`config.mk`:
```
export PLATFORM = sky130hd
export DESIGN_NAME = des_iter_core
export DESIGN_NICKNAME = d
export VERILOG_FILES = /design/src/rtl/des_pkg.sv /design/src/rtl/des_feistel_f.sv /design/src/rtl/des_subkey_gen.sv /design/src/rtl/des_seq_ctrl.sv /design/src/rtl/des_iter_core.sv
export SDC_FILE = /design/constraint.sdc
export NUM_CORES = 1
export LEC_CHECK = 0
export BUFFER_PORTS_ARGS = -buffer_cell sky130_fd_sc_hd__buf_2
export CAP_MARGIN = 20
export CORE_MARGIN = 8
export CORE_UTILIZATION = 41
export CTS_CLUSTER_DIAMETER = 60
export DETAILED_ROUTE_END_ITERATION = 8
export MAX_ROUTING_LAYER = met4
export PLACE_DENSITY = 0.95
export SYNTH_ARGS = -nofsm -noshare
export SYNTH_HDL_FRONTEND = slang
export SYNTH_SLANG_ARGS = --single-unit
```
`constraint.sdc`:
```
create_clock -name clk -period 4.4 [get_ports clk]
set_input_delay 0.88 -clock clk [delete_from_list [all_inputs] [get_ports clk]]
set_output_delay 0.88 -clock clk [all_outputs]
set_load 0.05 [all_outputs]
```
`src/rtl/des_pkg.sv`:
```
package des_pkg;

  localparam int BLK_W    = 64;
  localparam int HALF_W   = BLK_W / 2;
  localparam int KEY_W    = 64;
  localparam int CD_W     = 56;
  localparam int CDH_W    = CD_W / 2;
  localparam int SUB_W    = 48;
  localparam int N_SBOX   = 8;
  localparam int SB_IN_W  = SUB_W / N_SBOX;
  localparam int SB_OUT_W = HALF_W / N_SBOX;
  localparam int N_ROUNDS = 16;
  localparam int RND_W    = $clog2(N_ROUNDS);

  // Permutation tables use 1-based positions counted from the MSB.
  localparam logic [6:0] PBOX_TAB [HALF_W] = '{
    16, 7, 20, 21, 29, 12, 28, 17, 1, 15, 23, 26, 5, 18, 31, 10,
    2, 8, 24, 14, 32, 27, 3, 9, 19, 13, 30, 6, 22, 11, 4, 25};

  localparam logic [6:0] KSEL1_TAB [CD_W] = '{
    57, 49, 41, 33, 25, 17, 9, 1, 58, 50, 42, 34, 26, 18,
    10, 2, 59, 51, 43, 35, 27, 19, 11, 3, 60, 52, 44, 36,
    63, 55, 47, 39, 31, 23, 15, 7, 62, 54, 46, 38, 30, 22,
    14, 6, 61, 53, 45, 37, 29, 21, 13, 5, 28, 20, 12, 4};

  localparam logic [6:0] KSEL2_TAB [SUB_W] = '{
    14, 17, 11, 24, 1, 5, 3, 28, 15, 6, 21, 10,
    23, 19, 12, 4, 26, 8, 16, 7, 27, 20, 13, 2,
    41, 52, 31, 37, 47, 55, 30, 40, 51, 45, 33, 48,
    44, 49, 39, 56, 34, 53, 46, 42, 50, 36, 29, 32};

  // Each box: 64 nibbles, entry 0 in the top nibble, index {row[1:0], col[3:0]}.
  localparam logic [255:0] SBOX_TAB [N_SBOX] = '{
    256'hE4D12FB83A6C5907_0F74E2D1A6CB9538_41E8D62BFC973A50_FC8249175B3EA06D,
    256'hF18E6B34972DC05A_3D47F28EC01A69B5_0E7BA4D158C6932F_D8A13F42B67C05E9,
    256'hA09E63F51DC7B428_D709346A285ECBF1_D6498F30B12C5AE7_1AD069874FE3B52C,
    256'h7DE3069A1285BC4F_D8B56F03472C1AE9_A690CB7DF13E5284_3F06A1D8945BC72E,
    256'h2C417AB6853FD0E9_EB2C47D150FA3986_421BAD78F9C5630E_B8C71E2D6F09A453,
    256'hC1AF92680D34E75B_AF427C9561DE0B38_9EF528C3704A1DB6_432C95FABE17608D,
    256'h4B2EF08D3C975A61_D0B7491AE35C2F86_14BDC37EAF680592_6BD814A7950FE23C,
    256'hD2846FB1A93E50C7_1FD8A374C56B0E92_7B419CE206ADF358_21E74A8DFC90356B};

  // Source position (1-based from MSB) for output position i (0-based) of the entry permutation.
  function automatic int ip_src(input int i);
    int row;
    int col;
    row = i / 8;
    col = i % 8;
    if (row < 4) return 58 + 2 * row - 8 * col;
    else         return 57 + 2 * (row - 4) - 8 * col;
  endfunction

  function automatic logic [BLK_W-1:0] entry_perm(input logic [BLK_W-1:0] x);
    logic [BLK_W-1:0] y;
    y = '0;
    for (int i = 0; i < BLK_W; i++) y[6'(63 - i)] = x[6'(64 - ip_src(i))];
    return y;
  endfunction

  // Exact inverse of entry_perm: scatter instead of gather.
  function automatic logic [BLK_W-1:0] exit_perm(input logic [BLK_W-1:0] x);
    logic [BLK_W-1:0] y;
    y = '0;
    for (int i = 0; i < BLK_W; i++) y[6'(64 - ip_src(i))] = x[6'(63 - i)];
    return y;
  endfunction

  function automatic logic [SUB_W-1:0] expand_half(input logic [HALF_W-1:0] x);
    logic [SUB_W-1:0] y;
    int src;
    y = '0;
    for (int g = 0; g < N_SBOX; g++) begin
      for (int k = 0; k < SB_IN_W; k++) begin
        src = ((4 * g + k + HALF_W - 1) % HALF_W) + 1;
        y[6'(SUB_W - 1 - (g * SB_IN_W + k))] = x[5'(HALF_W - src)];
      end
    end
    return y;
  endfunction

  function automatic logic [HALF_W-1:0] pbox(input logic [HALF_W-1:0] x);
    logic [HALF_W-1:0] y;
    y = '0;
    for (int i = 0; i < HALF_W; i++) y[5'(31 - i)] = x[5'(32 - int'(PBOX_TAB[i]))];
    return y;
  endfunction

  function automatic logic [CD_W-1:0] key_select1(input logic [KEY_W-1:0] k);
    logic [CD_W-1:0] y;
    y = '0;
    for (int i = 0; i < CD_W; i++) y[6'(55 - i)] = k[6'(64 - int'(KSEL1_TAB[i]))];
    return y;
  endfunction

  function automatic logic [SUB_W-1:0] key_select2(input logic [CD_W-1:0] cd);
    logic [SUB_W-1:0] y;
    y = '0;
    for (int i = 0; i < SUB_W; i++) y[6'(47 - i)] = cd[6'(56 - int'(KSEL2_TAB[i]))];
    return y;
  endfunction

  function automatic logic [SB_OUT_W-1:0] sbox_lookup(input int box, input logic [SB_IN_W-1:0] b);
    logic [5:0] n;
    n = {b[5], b[0], b[4:1]};
    return SBOX_TAB[3'(box)][8'(255 - 4 * int'(n)) -: 4];
  endfunction

  // Rounds (1-based) whose key halves move by a single position.
  function automatic logic single_step(input int n);
    return (n == 1) || (n == 2) || (n == 9) || (n == 16);
  endfunction

  function automatic logic [CDH_W-1:0] rot_half(input logic [CDH_W-1:0] x, input logic right,
                                                input logic two);
    if (!right) return two ? {x[CDH_W-3:0], x[CDH_W-1:CDH_W-2]} : {x[CDH_W-2:0], x[CDH_W-1]};
    else        return two ? {x[1:0], x[CDH_W-1:2]}             : {x[0], x[CDH_W-1:1]};
  endfunction

endpackage

```
`src/rtl/des_feistel_f.sv`:
```
module des_feistel_f
  import des_pkg::*;
(
  input  logic [HALF_W-1:0] half_in,
  input  logic [SUB_W-1:0]  subkey,
  output logic [HALF_W-1:0] f_out
);

  logic [SUB_W-1:0]  mixed;
  logic [HALF_W-1:0] subst;

  assign mixed = expand_half(half_in) ^ subkey;

  for (genvar g = 0; g < N_SBOX; g++) begin : g_box
    assign subst[HALF_W-1-g*SB_OUT_W -: SB_OUT_W] =
      sbox_lookup(g, mixed[SUB_W-1-g*SB_IN_W -: SB_IN_W]);
  end

  assign f_out = pbox(subst);

endmodule

```
`src/rtl/des_subkey_gen.sv`:
```
module des_subkey_gen
  import des_pkg::*;
(
  input  logic             clk,
  input  logic             rst_n,
  input  logic             load,
  input  logic             step,
  input  logic             mode_dec,
  input  logic [KEY_W-1:0] key_in,
  input  logic [RND_W-1:0] rnd,
  output logic [SUB_W-1:0] subkey
);

  logic [CD_W-1:0] cd_q, cd_d, base;
  logic            dir_q, dir_d;
  logic            two;

  always_comb begin
    cd_d  = cd_q;
    dir_d = dir_q;
    base  = key_select1(key_in);
    two   = 1'b0;
    if (load) begin
      dir_d = mode_dec;
      // Encrypt starts at round 1 (one left step); decrypt starts at round 16 (unrotated).
      cd_d  = mode_dec ? base
                       : {rot_half(base[CD_W-1:CDH_W], 1'b0, 1'b0), rot_half(base[CDH_W-1:0], 1'b0, 1'b0)};
    end else if (step) begin
      two  = !single_step(int'(rnd) + 2);
      cd_d = {rot_half(cd_q[CD_W-1:CDH_W], dir_q, two), rot_half(cd_q[CDH_W-1:0], dir_q, two)};
    end
  end

  always_ff @(posedge clk or negedge rst_n) begin
    if (!rst_n) begin
      cd_q  <= '0;
      dir_q <= 1'b0;
    end else if (load || step) begin
      cd_q  <= cd_d;
      dir_q <= dir_d;
    end
  end

  assign subkey = key_select2(cd_q);

  // direction stays fixed for the whole operation
  a_r2_dir_held: assert property (@(posedge clk) disable iff (!rst_n)
    (step && !load) |=> $stable(dir_q));

endmodule

```
`src/rtl/des_seq_ctrl.sv`:
```
module des_seq_ctrl
  import des_pkg::*;
(
  input  logic             clk,
  input  logic             rst_n,
  input  logic             start,
  output logic             load,
  output logic             step,
  output logic             last,
  output logic [RND_W-1:0] rnd,
  output logic             done
);

  logic             busy_q, busy_d;
  logic [RND_W-1:0] rnd_q, rnd_d;
  logic             done_q, done_d;

  always_comb begin
    load   = start && !busy_q;
    step   = busy_q;
    last   = busy_q && (rnd_q == RND_W'(N_ROUNDS - 1));
    busy_d = busy_q;
    rnd_d  = rnd_q;
    if (load) begin
      busy_d = 1'b1;
      rnd_d  = '0;
    end else if (busy_q) begin
      rnd_d = rnd_q + 1'b1;
      if (last) busy_d = 1'b0;
    end
    done_d = last;
  end

  always_ff @(posedge clk or negedge rst_n) begin
    if (!rst_n) begin
      busy_q <= 1'b0;
      rnd_q  <= '0;
      done_q <= 1'b0;
    end else begin
      busy_q <= busy_d;
      rnd_q  <= rnd_d;
      done_q <= done_d;
    end
  end

  assign rnd  = rnd_q;
  assign done = done_q;

  a_r4_done_single: assert property (@(posedge clk) disable iff (!rst_n)
    done_q |=> !done_q);

  a_r3_latency: assert property (@(posedge clk) disable iff (!rst_n)
    done_q |-> $past(load, N_ROUNDS + 1));

  a_r5_start_ignored: assert property (@(posedge clk) disable iff (!rst_n)
    (busy_q && start && rnd_q != RND_W'(N_ROUNDS - 1)) |=> (busy_q && rnd_q == $past(rnd_q) + 1'b1));

endmodule

```
`src/rtl/des_iter_core.sv`:
```
module des_iter_core
  import des_pkg::*;
(
  input  logic             clk,
  input  logic             rst_n,
  input  logic             start,
  input  logic             mode_dec,
  input  logic [BLK_W-1:0] blk_in,
  input  logic [KEY_W-1:0] key_in,
  output logic [BLK_W-1:0] blk_out,
  output logic             done
);

  logic [1:0]        rst_sync_q;
  logic              rst_i_n;
  logic              load, step, last;
  logic [RND_W-1:0]  rnd;
  logic [SUB_W-1:0]  subkey;
  logic [HALF_W-1:0] l_q, r_q, l_d, r_d, f_val;
  logic [BLK_W-1:0]  out_q, out_d;

  always_ff @(posedge clk or negedge rst_n) begin
    if (!rst_n) rst_sync_q <= 2'b00;
    else        rst_sync_q <= {rst_sync_q[0], 1'b1};
  end
  assign rst_i_n = rst_sync_q[1];

  des_seq_ctrl u_ctrl (
    .clk   (clk),
    .rst_n (rst_i_n),
    .start (start),
    .load  (load),
    .step  (step),
    .last  (last),
    .rnd   (rnd),
    .done  (done)
  );

  des_subkey_gen u_keys (
    .clk      (clk),
    .rst_n    (rst_i_n),
    .load     (load),
    .step     (step),
    .mode_dec (mode_dec),
    .key_in   (key_in),
    .rnd      (rnd),
    .subkey   (subkey)
  );

  des_feistel_f u_f (
    .half_in (r_q),
    .subkey  (subkey),
    .f_out   (f_val)
  );

  always_comb begin
    if (load) begin
      {l_d, r_d} = entry_perm(blk_in);
    end else begin
      l_d = r_q;
      r_d = l_q ^ f_val;
    end
    // Final round output with the halves swapped.
    out_d = exit_perm({l_q ^ f_val, r_q});
  end

  always_ff @(posedge clk or negedge rst_i_n) begin
    if (!rst_i_n) begin
      l_q   <= '0;
      r_q   <= '0;
      out_q <= '0;
    end else begin
      if (load || step) begin
        l_q <= l_d;
        r_q <= r_d;
      end
      if (last) out_q <= out_d;
    end
  end

  assign blk_out = out_q;

  a_r6_out_hold: assert property (@(posedge clk) disable iff (!rst_i_n)
    !done |-> $stable(blk_out));

  a_r11_reset_out: assert property (@(posedge clk) !rst_i_n |-> (blk_out == '0 && !done));

endmodule

```
## Word-level counts from Yosys, hierarchy flattened

Cells that the tools add are included.

| word-level totals | value |
|---|---|
| bits in registers | 145 |
| output and inout port bits | 65 |
| input bits | 132 |
| word-level logic and storage cells | 244 |

| cells by class | value |
|---|---|
| $add $sub $neg | 38 |
| order comparisons | 32 |
| mux-type cells | 144 |
| bitwise gates (word level) | 2 |
| equal/unequal tests | 5 |
| shift operators | 4 |
| reductions and logical operators | 10 |

Operators with widths:

| operator | count |
|---|---|
| $lt A6 B8 Y1 const B | 32 |
| $bmux W1 S6 | 32 |
| $mux W6 | 32 |
| $sub A1 B6 Y6 const A | 32 |
| $mux W28 | 6 |
| $mux W56 | 2 |
| $mux W1 | 67 |
| $mux W32 | 2 |
| $mux W33 | 1 |
| $eq A32 B2 Y1 const B | 1 |
| $eq A32 B3 Y1 const B | 1 |
| $eq A32 B5 Y1 const B | 1 |
| $eq A32 B6 Y1 const B | 1 |
| $sub A8 B8 Y8 const A | 4 |
| $xor A32 B16 Y32 | 1 |
| $xor A24 B24 Y24 | 1 |
| $shiftx A1 B8 Y3 const A | 2 |
| $mux W4 | 2 |
| $shiftx A1 B8 Y2 const A | 1 |
| $shiftx A1 B8 Y4 const A | 1 |
| $add A4 B2 Y5 const B | 1 |
| $add A4 B1 Y4 const B | 1 |
| $eq A4 B4 Y1 const B | 1 |
| $logic_or A1 B1 Y1 | 4 |
| other kinds (4) | 6 |

## Longest topological paths before layout

Gate-level depths: netlist of the first run.

| depth | value |
|---|---|
| depth after elaboration | 9 |
| depth in mapped cells | 6 |
| gate-level depth less buffers | 5 |

## Hierarchy

From an unflattened synthesis of the first run, not the netlist that was laid out.

| unflattened totals | value |
|---|---|
| cells, all modules | 882 |
| area total of the unflattened synthesis | 9111.2 um^2 |

By module, submodules not included:

| module | cells an instance | area an instance (um^2) | instances | seq. area each (um^2) |
|---|---|---|---|---|
| des_subkey_gen | 471 | 4362.9 | 1 | 1426.4 |
| des_iter_core | 355 | 4219.0 | 1 | 2052.0 |
| des_seq_ctrl | 23 | 285.3 | 1 | 150.1 |
| des_feistel_f | 33 | 244.0 | 1 | 0.0 |

## Least setup slack after synthesis of the first run

No wires, ideal clock.

| timing | value |
|---|---|
| path kind | input -> register |
| start | input port start |
| end | register r_q[21] |
| arrival | 1.439 ns |
| setup time | 0.128 ns |
| data required time | 4.272 ns |
| cell stages on the path | 4 |
| path buffers | 2 |
| slack | 2.834 ns |
| cells stage by stage | buf_4 > buf_6 > mux2i_1 > o21ai_0 |

| on the way | value |
|---|---|
| word-level cells in the longest chain between the ends | 2 |
| elaborated cells between the ends (all ways) | 3 |
| classes of those cells | mux: 1; reduce/logical: 2 |

Ends and longest elaborated chain:

| element | line | RTL |
|---|---|---|
| start: declaration | des_iter_core.sv:6 | `input logic start,` |
| $logic_and A1 B1 Y1 (*) | des_seq_ctrl.sv:19 | `load = start && !busy_q;` |
| $mux W32 / $logic_or A1 B1 Y1 (equally long branches) | des_iter_core.sv:57, des_iter_core.sv:73 |  |
| end signal: assignment | des_iter_core.sv:75 | `r_q <= r_d;` |
| end: declaration | des_iter_core.sv:19 | `logic [HALF_W-1:0] l_q, r_q, l_d, r_d, f_val;` |

Mark *: on every way between the ends. The rest lies on a longest branch, timed or not.
A chain may end at the register's enable or synchronous reset.

## Final worst setup path of the first run

| timing | value |
|---|---|
| start | register out_q[9] (netlist: blk_out[9]) |
| end | output port blk_out[9] |

RTL lines:

| element | line | RTL |
|---|---|---|
| start: declaration | des_iter_core.sv:20 | `logic [BLK_W-1:0] out_q, out_d;` |
| start signal: assignment | des_iter_core.sv:77 | `if (last) out_q <= out_d;` |
| end: declaration | des_iter_core.sv:10 | `output logic [BLK_W-1:0] blk_out,` |

No word-level cell between the ends.

==> results of run 1 <==
[worst min-delay path by stage]
stage,from,to,slack (ns)
final,rst_n,rst_sync_q[1],0.36
after global routing,rst_n,rst_sync_q[1],0.34
after CTS,rst_n,rst_sync_q[1],0.35
after detailed placement,rst_sync_q[0],rst_sync_q[1],0.34
after global placement,rst_sync_q[0],rst_sync_q[1],0.34
after floorplan,rst_sync_q[0],rst_sync_q[1],0.33
[layout make-up]
| cell class | instances | area share (%) |
|---|---|---|
| repair buffers | 36 | 7.75 |
| clock inverters | 1 | 0.212 |
| well taps | 72 | 3.82 |
| multi-input cells | 156 | 33.9 |
| clock buffers | 6 | 3.08 |
| flip-flops and latches | 48 | 51.0 |
| inverters | 1 | 0.212 |
[sequential cells by signal, summed over array words and instances (netlist names)]
| register | flops |
|---|---|
| u_ctrl.done | 1 |
| r_q | 16 |
| blk_out | 16 |
| u_ctrl.step | 1 |
| u_ctrl.rnd | 4 |
| rst_sync_q | 2 |
| l_q | 8 |
[stage by stage]
stage	hold slack [ns]	util [%]	instances
after CTS	0.348	43.6	320
after floorplan	0.331	-	262
after global placement	0.341	42.2	313
after global routing	0.341	43.6	320
after detailed placement	0.340	42.2	313
final	0.356	43.6	320
[cells by family (layout without fill, tap and decap cells)]
group | count (synthesis) | after routing | share of synthesized area [%]
adder cells (fa/ha/maj) | 1 | 1 | 0.555
buffers and inverters | 58 | 44 | 19.1
AO/OA/AOI/OAI | 19 | 19 | 6.05
other | 2 | 49 | 0.333
flip-flops | 48 | 48 | 53.3
multiplexers | 17 | 17 | 7.61
AND/OR/NAND/NOR | 68 | 68 | 12.3
XOR/XNOR | 2 | 2 | 0.777
[power groups by stage]
stage / sequential, mW / combinational (mW) / clock [mW]
floorplan: 0.822 / 0.357 / 0
global placement: 0.670 / 0.564 / 0
detailed placement: 0.680 / 0.581 / 0
CTS: 0.672 / 0.583 / 0.250
global route: 0.693 / 0.625 / 0.270
finish: 0.672 / 0.578 / 0.239
[layer usage]
metal / wire length, um / up-vias / track usage, % / part of all wire, %
met1: 1820 / 673 / 12.3 / 43
li1: - / 656 / - / -
met3: 333 / 2 / 4.66 / 7.9
met2: 2040 / 52 / 17.4 / 48
met5: 0 / - / - / 0
met4: 21 / 0 / 2.91 / 0.50
[placed cells by master (no fill, tap or decap)]
cell type | Yosys | layout
nand4_4 | 1 | 1
xor2_1 | 1 | 1
o21ai_0 | 8 | 8
dfrtp_2 | 0 | 1
clkbuf_1 | 0 | 1
ha_1 | 1 | 1
nand3_1 | 1 | 1
nand2_1 | 56 | 56
nor2_1 | 9 | 9
mux2i_1 | 16 | 16
dfrtp_1 | 48 | 47
a22o_1 | 11 | 11
conb_1 | 2 | 49
clkbuf_8 | 0 | 5
clkinv_2 | 1 | 2
buf_4 | 51 | 1
nor2_2 | 1 | 1
xnor2_1 | 1 | 1
buf_2 | 4 | 35
mux2_2 | 1 | 1
==> impl_metrics.yaml, run 1 <==
critical_path:
  critPathTopFamily: "flip-flops"
  reg2reg_to: "blk_out[27]"
  end_kind: "primary output"
  critPathMaxStageDelay_ns: 0.36
  cp.arrival_ns: 0.92
  endpoint: "blk_out[9]"
  reg2reg_depth: 5
  r2r-start: "u_ctrl.rnd[0]"
  cp_num_buf_inv: 1
  worstPathRequired_ns: 3.52
  cp-start-kind: "flop"
  critical_path.max_fanout: 2
  cp_cell_sequence: "buf_2"
  crit_slowest_cell: "dfrtp_1"
  cp_num_cells: 1
  startpoint: "blk_out[9]"
  r2r_setup_slack_ns: 2.82
  critPathKind: "flop to primary output"
synth:
  synthCells: 215
  synth-seq-cells: 48
  ys.flop_type: "dfrtp_1"
  synthTopCellsByArea: "dfrtp_1 53%, buf_4 17%, nand2_1 9.3%"
  async_flop_share_pct: 100
  yosys.area.top_type: "dfrtp_1"
  yosys_warnings: 0
  synth_top_area_share_pct: 53.3
  netlist_area_um2: 2250
  synth_edf_count: 0
  synthMostInstantiatedCell: "nand2_1"
  synth_common_cells: "56 x nand2_1, 51 x buf_4, 48 x dfrtp_1, 16 x mux2i_1, 11 x a22o_1"
  synth_cell_type_count: 18
  avgSynthCellArea_um2: 10.5
  synth_seq_area_share_pct: 53.3
power:
  p_leak_nw: 1.33
  total_power_mw: 1.49
  p_per_area_nw_per_um2: 632
  p_comb_share_pct: 38.8
  p_clk_share_pct: 16.1
  peakVddDrop_mv: 0.290
  p_int_uw: 842
  switchingPower_uw: 646
  switching_share_pct: 43.4
  pwr-share-seq_pct: 45.1
job:
  max_cap_viol_count: 0
sta:
  fin_setup_tns_ns: 0
  clock-skew-final_ns: 0.00639
  fmax_mhz: 556
  period_share_pct: 40.9
  setup_viol: 0
  setup_slack_ns: 2.60
  hold_viol_final: 0
  rsz0062_at_grt: "false"
  maxSlewHeadroom_pct: 35.1
  timing_max_transition_violations_final: 0
  tightest_slew_ns: 0.973
  fin_crit_ns: 1.80
clock_network:
  clock_latency_ns: 0.29
  ctsHoldBuffers: 0
  cts_root_buffer: "clkbuf_8"
  cts_buffers: 5
  clock-sinks: 48
  cts_tree: "yes"
  h-tree-depth: 2
  clock_path_buffers: 2
  cts_resized: 0
  clkSlewWorstSetupHoldPaths_ns: 0.08
  post_cts_buffers: 0
grt:
  grt_max_degree: 47
  antenna_found_initial: 0
  overflow: 0
  track_usage_pct: 10.9
  grt_pass1_wl_um: 7160
  grt_pass1_vias: 1489
layout:
  multi_input_area_um2: 798
  syn_to_final_growth_pct: 4.55
  stdcell_area_um2: 2360
  drive_gt1_share_pct: 19.0
  antenna_cells: 0
  final-seq-area_um2: 1200
  fill_cells: 549
  fin_nets: 381
floorplan:
  fp.dieW_um: 90.1
  num_io_pins: 197
  core_um2: 5410
  dieArea_um2: 8120
  die_h_um: 90.1
  num_rows: 27
  initial_core_util_pct: 41.7
placement:
  hpwl_um: 3000
  place_congestion: 0.715
  preCtsSetupSlack_ns: 2.36
  dpl_cell_area_um2: 2280
  io_buffer_count: 35
drt:
  route.detailed.drc: 0
  wirelength_um: 4220
  ant_nets: 0
  drt_pre_antenna_iters: 4
  drtIter0Drc: 51
  wl_per_cell_um: 13.2
  dr_total_vias: 1383
  via_per_inst: 4.32
run_status:
  status: "finished, final reports clean"
worst_hold_path:
  hold_path_class: "input port to asynchronous set/reset pin"
Power figures use the tool's default switching activity.
==> run 2: changes to the inputs <==
--- a/config.mk
+++ b/config.mk
@@ -8,11 +8,11 @@
 export BUFFER_PORTS_ARGS = -buffer_cell sky130_fd_sc_hd__buf_2
 export CAP_MARGIN = 20
 export CORE_MARGIN = 8
-export CORE_UTILIZATION = 41
+export CORE_UTILIZATION = 34
 export CTS_CLUSTER_DIAMETER = 60
 export DETAILED_ROUTE_END_ITERATION = 8
 export MAX_ROUTING_LAYER = met4
-export PLACE_DENSITY = 0.95
+export PLACE_DENSITY = 0.87
 export SYNTH_ARGS = -nofsm -noshare
 export SYNTH_HDL_FRONTEND = slang
 export SYNTH_SLANG_ARGS = --single-unit
==> constraint.sdc (replaced) <==
create_clock -name clk -period 1.6 [get_ports clk]
set_input_delay 0.32 -clock clk [delete_from_list [all_inputs] [get_ports clk]]
set_output_delay 0.32 -clock clk [all_outputs]
set_load 0.05 [all_outputs]
==> run 2 against run 1 <==
Net effect:
- clock power rose to 3.7 times the previous value
- combinational power grew to 2.8 times the previous value
- die area increased by 17%
- critical endpoint is now blk_out[27]
==> impl_metrics.yaml, run 2 (synthesis gave the netlist of run 1 again) <==
run_status:
  status: "finished, final reports clean"
drt:
  route.detailed.drc: 0
  wirelength_um: 4410
  wl_per_cell_um: 13.3
  drt_pre_antenna_iters: 4
  ant_nets: 0
  drtIter0Drc: 62
  via_per_inst: 4.17
  dr_total_vias: 1383
clock_network:
  cts_root_buffer: "clkbuf_8"
  cts_tree: "yes"
  ctsHoldBuffers: 1
  h-tree-depth: 2
  clock_path_buffers: 2
  clock_latency_ns: 0.31
  cts_buffers: 5
  post_cts_buffers: 0
  clkSlewWorstSetupHoldPaths_ns: 0.09
  cts_resized: 0
  clock-sinks: 48
critical_path:
  critPathKind: "flop to flop"
  critical_path.max_fanout: 18
  cp_num_buf_inv: 1
  r2r_setup_slack_ns: 0.25
  crit_slowest_cell: "dfrtp_1"
  r2r-start: "u_ctrl.rnd[0]"
  critPathMaxStageDelay_ns: 0.41
  cp-start-kind: "flop"
  cp_cell_sequence: "ha_1 -> nand4_4 -> clkinv_2 -> nand2_1 -> nand2_1"
  end_kind: "flop"
  critPathTopFamily: "flip-flops"
  cpMostUsedCell: "nand2_1"
  reg2reg_to: "blk_out[27]"
  reg2reg_depth: 5
  worstPathRequired_ns: 1.79
  cp.arrival_ns: 1.54
floorplan:
  num_rows: 29
  dieArea_um2: 9490
  num_io_pins: 197
  initial_core_util_pct: 35.3
  die_h_um: 97.4
  fp.dieW_um: 97.4
  core_um2: 6390
placement:
  io_buffer_count: 35
  place_congestion: 0.707
  hpwl_um: 3270
sta:
  fin_setup_tns_ns: 0
  maxSlewHeadroom_pct: 65.5
  setup_viol: 0
  timing_max_transition_violations_final: 0
  period_share_pct: 84.3
  rsz0062_at_grt: "false"
  hold_viol_final: 0
  fmax_mhz: 741
  clock-skew-final_ns: 0.00818
  fin_crit_ns: 1.35
  tightest_slew_ns: 0.517
grt:
  overflow: 0
  grt_pass1_wl_um: 7390
  track_usage_pct: 9.77
  grt_max_degree: 23
  antenna_found_initial: 0
  grt_pass1_vias: 1493
worst_hold_path:
  hold_path_class: "flop to asynchronous set/reset pin"
power:
  total_power_mw: 4.32
  p_per_area_nw_per_um2: 1770
  p_leak_nw: 1.37
  peakVddDrop_mv: 0.868
layout:
  mostFrequentLayoutCell: "nand2_1"
  antenna_cells: 0
  fin_nets: 387
  fill_cells: 640
  syn_to_final_growth_pct: 8.44
  finish.utilization_pct: 38.3
  layout_common_cells: "56 x nand2_1, 49 x conb_1, 47 x dfrtp_1, 35 x buf_2, 16 x mux2i_1"
  drive_gt1_share_pct: 21.2
job:
  max_cap_viol_count: 0
## run 2: changes by cell type in the layout (fill, tap and decap cells not counted), sizes merged
| cell | previous run | this run |
|---|---|---|
| clkbuf | 6 | 5 |
| bufinv | 0 | 1 |
| buf | 36 | 41 |
| clkinvlp | 0 | 1 |
| dlygate4sd3 | 0 | 1 |
## run 2: cell type report
cell class / instances / area (um2) / area share (%)
Inverter: 1 / 5.00 / 0.205
Clock inverter: 3 / 42.5 / 1.74
Multi-Input combinational cell: 156 / 798 / 32.7
Timing Repair Buffer: 42 / 230 / 9.42
Clock buffer: 5 / 68.8 / 2.82
Sequential cell: 48 / 1200 / 49.2
Tap cell: 77 / 96.3 / 3.94
## run 2: per-layer routing
layer	GRT usage, %	share of wire, %	vias to the layer above
met5	-	0	-
met4	3.15	1.2	0
met3	4.41	8.3	8
met2	14.9	46	60
met1	11.2	44	641
li1	-	-	674
## run 2: through the flow
stage | area [um2] | setup slack [ns] | std cells | hold WS [ns]
floorplan | 2430 | 0.165 | 262 | 0.0244
detailed placement | 2320 | 0.254 | 323 | 0.109
global placement | 2320 | 0.284 | 323 | 0.108
CTS | 2440 | 0.236 | 332 | 0.257
global route | 2440 | 0.169 | 332 | 0.282
finish | 2440 | 0.251 | 332 | 0.232
## run 2: power breakdown
part	total (mW)	switching [mW]	leakage, nW	internal (mW)
sequential	1.83	0.253	0.632	1.58
clock	0.875	0.413	0.0541	0.463
combinational	1.61	1.15	0.680	0.460
total	4.32	1.82	1.37	2.50
## run 2: how the worst max path moves through the flow
stage	from	end	slack [ns]	cells after the start
after floorplan	rst_sync_q[1]	blk_out[11]	0.17	0
after global placement	u_ctrl.rnd[0]	blk_out[31]	0.28	5
after detailed placement	u_ctrl.rnd[0]	blk_out[27]	0.25	5
after CTS	u_ctrl.rnd[0]	blk_out[27]	0.24	5
after global routing	u_ctrl.rnd[0]	blk_out[25]	0.17	5
final	u_ctrl.rnd[0]	blk_out[27]	0.25	5
## run 2: worst register-to-register path, stage by stage, from the launching register on
cell and delay (ns):
dfrtp_1 0.41, ha_1 0.26, nand4_4 0.11, clkinv_2 0.24, nand2_1 0.15, nand2_1 0.06
==> run 3: changes to the inputs <==
--- a/config.mk
+++ b/config.mk
@@ -8,11 +8,11 @@
 export BUFFER_PORTS_ARGS = -buffer_cell sky130_fd_sc_hd__buf_2
 export CAP_MARGIN = 20
 export CORE_MARGIN = 8
-export CORE_UTILIZATION = 34
+export CORE_UTILIZATION = 38
 export CTS_CLUSTER_DIAMETER = 60
 export DETAILED_ROUTE_END_ITERATION = 8
 export MAX_ROUTING_LAYER = met4
-export PLACE_DENSITY = 0.87
+export PLACE_DENSITY = 0.92
 export SYNTH_ARGS = -nofsm -noshare
 export SYNTH_HDL_FRONTEND = slang
 export SYNTH_SLANG_ARGS = --single-unit
==> constraint.sdc (replaced) <==
create_clock -name clk -period 1.3 [get_ports clk]
set_input_delay 0.26 -clock clk [delete_from_list [all_inputs] [get_ports clk]]
set_output_delay 0.26 -clock clk [all_outputs]
set_load 0.05 [all_outputs]
==> run 3 against run 2 <==
Net effect:
- sequential share of layout area fell by 0.94 points
- first-iteration DRC count is 19% higher
- largest cell class unchanged
- critical path depth is 4 lower
- largest power group unchanged
==> impl_metrics.yaml, run 3 (synthesis gave the netlist of run 1 again) <==
run_status:
  status: "finished, final reports clean"
floorplan:
  fp.dieW_um: 93.0
  dieArea_um2: 8650
  num_io_pins: 197
  num_rows: 28
  core_um2: 5820
  die_h_um: 93.0
  initial_core_util_pct: 38.7
clock_network:
  clock-sinks: 48
  clock_path_buffers: 2
  clkSlewWorstSetupHoldPaths_ns: 0.08
  cts_root_buffer: "clkbuf_8"
  post_cts_buffers: 0
  h-tree-depth: 2
  clock_latency_ns: 0.30
  cts_tree: "yes"
  cts_buffers: 5
drt:
  via_per_inst: 4.34
  drt_pre_antenna_iters: 4
  dr_total_vias: 1445
  wirelength_um: 4440
  ant_nets: 0
  wl_per_cell_um: 13.3
  drtIter0Drc: 74
  route.detailed.drc: 0
critical_path:
  cp.arrival_ns: 0.93
  cp_cell_sequence: "buf_2"
  critPathKind: "flop to primary output"
  critical_path.max_fanout: 2
  critPathMaxStageDelay_ns: 0.36
  cp_num_buf_inv: 1
  worstPathRequired_ns: 1.04
  critPathTopFamily: "flip-flops"
  cp-start-kind: "flop"
  r2r-start: "u_ctrl.rnd[0]"
  startpoint: "blk_out[23]"
  end_kind: "primary output"
  reg2reg_depth: 5
  crit_slowest_cell: "dfrtp_1"
  cp_num_cells: 1
layout:
  fin_nets: 391
  fin_cells: 333
  antenna_cells: 0
  layout_common_cells: "56 x nand2_1, 49 x conb_1, 47 x dfrtp_1, 35 x buf_2, 16 x mux2i_1"
  drive_gt1_share_pct: 22.5
  syn_to_final_growth_pct: 10.5
  mostFrequentLayoutCell: "nand2_1"
power:
  p_leak_nw: 1.39
  peakVddDrop_mv: 1.06
  switching_share_pct: 42.3
  total_power_mw: 5.27
  pwr-share-seq_pct: 43.0
  p_per_area_nw_per_um2: 2120
  p_int_mw: 3.04
  switchingPower_mw: 2.23
  p_clk_share_pct: 17.9
  p_comb_share_pct: 39.0
grt:
  grt_max_degree: 47
  grt_pass1_wl_um: 7390
  grt_pass1_vias: 1541
  overflow: 0
  track_usage_pct: 11.1
  antenna_found_initial: 0
sta:
  period_share_pct: 91.5
  setup_viol: 0
  setup_slack_ns: 0.110
  timing_max_transition_violations_final: 0
  clock-skew-final_ns: 0.00427
  fin_hold_ws_ns: 0.204
  fin_setup_tns_ns: 0
  fin_crit_ns: 1.19
  rsz0062_at_grt: "false"
  hold_viol_final: 0
  fmax_mhz: 841
worst_hold_path:
  hold_path_depth: 3
  hold_path_class: "input port to flop"
  min_from: "blk_in[25]"
job:
  max_cap_viol_count: 0
placement:
  preCtsSetupSlack_ns: -0.0596
  dpl.cell_count: 325
  io_buffer_count: 35
  place_congestion: 0.735
  hpwl_um: 3290
-- run 3: power by group through the flow --
| stage | logic (mW) | registers (mW) | clock network, mW |
|---|---|---|---|
| 3_5_place_dp | 2.06 | 2.29 | 0 |
| 5_1_grt | 2.25 | 2.34 | 1.05 |
| 3_3_place_gp | 2.00 | 2.26 | 0 |
| 2_1_floorplan | 1.21 | 2.78 | 0 |
| 6_report | 2.06 | 2.27 | 0.946 |
| 4_1_cts | 2.07 | 2.27 | 0.980 |
-- run 3: area by class of cell --
type                    instances  area (um2)
clock buffers                   7        96.3
inverters                       1        8.76
repair buffers                 46         289
fillers                       578        3320
multi-input cells             156         801
well taps                      75        93.8
flip-flops and latches         48        1200
-- run 3: metrics by stage --
stage / util [%] / cell area [um2]
2_1_floorplan: - / 2430
3_3_place_gp: 40.8 / 2370
3_5_place_dp: 40.8 / 2370
4_1_cts: 42.7 / 2480
5_1_grt: 42.8 / 2490
6_report: 42.8 / 2490
-- run 3: worst reg2reg max path, stage by stage, from the launching register on --
cell and delay (ns):
dfrtp_1 0.39, ha_2 0.23, nand4_4 0.13, buf_6 0.20, nand2_1 0.08, nand2_1 0.05
-- run 3: final timing paths --
kind	to	slack, ns
setup / recovery	blk_out[23]	0.11
hold / removal	r_q[4]	0.20
setup reg to reg	blk_out[3]	0.12
hold reg to reg	l_q[30]	0.24
max in group asynchronous	r_q[15]	0.86
min in group asynchronous	l_q[30]	0.24
-- run 3: layer usage --
metal	global-route usage (%)	routed length, um	vias to the layer above
li1	-	-	678
met1	12.3	1840	698
met2	17.8	2140	61
met3	4.25	399	8
met4	4.03	57	0
met5	-	0	-
-- run 3: what timing repair did --
item / CTS / global route
hold buffers: 1 / 0
hold endpoints to repair: 2 / 0
endpoints found under the setup margin: 16 / 16
resized for setup: 1 / 2
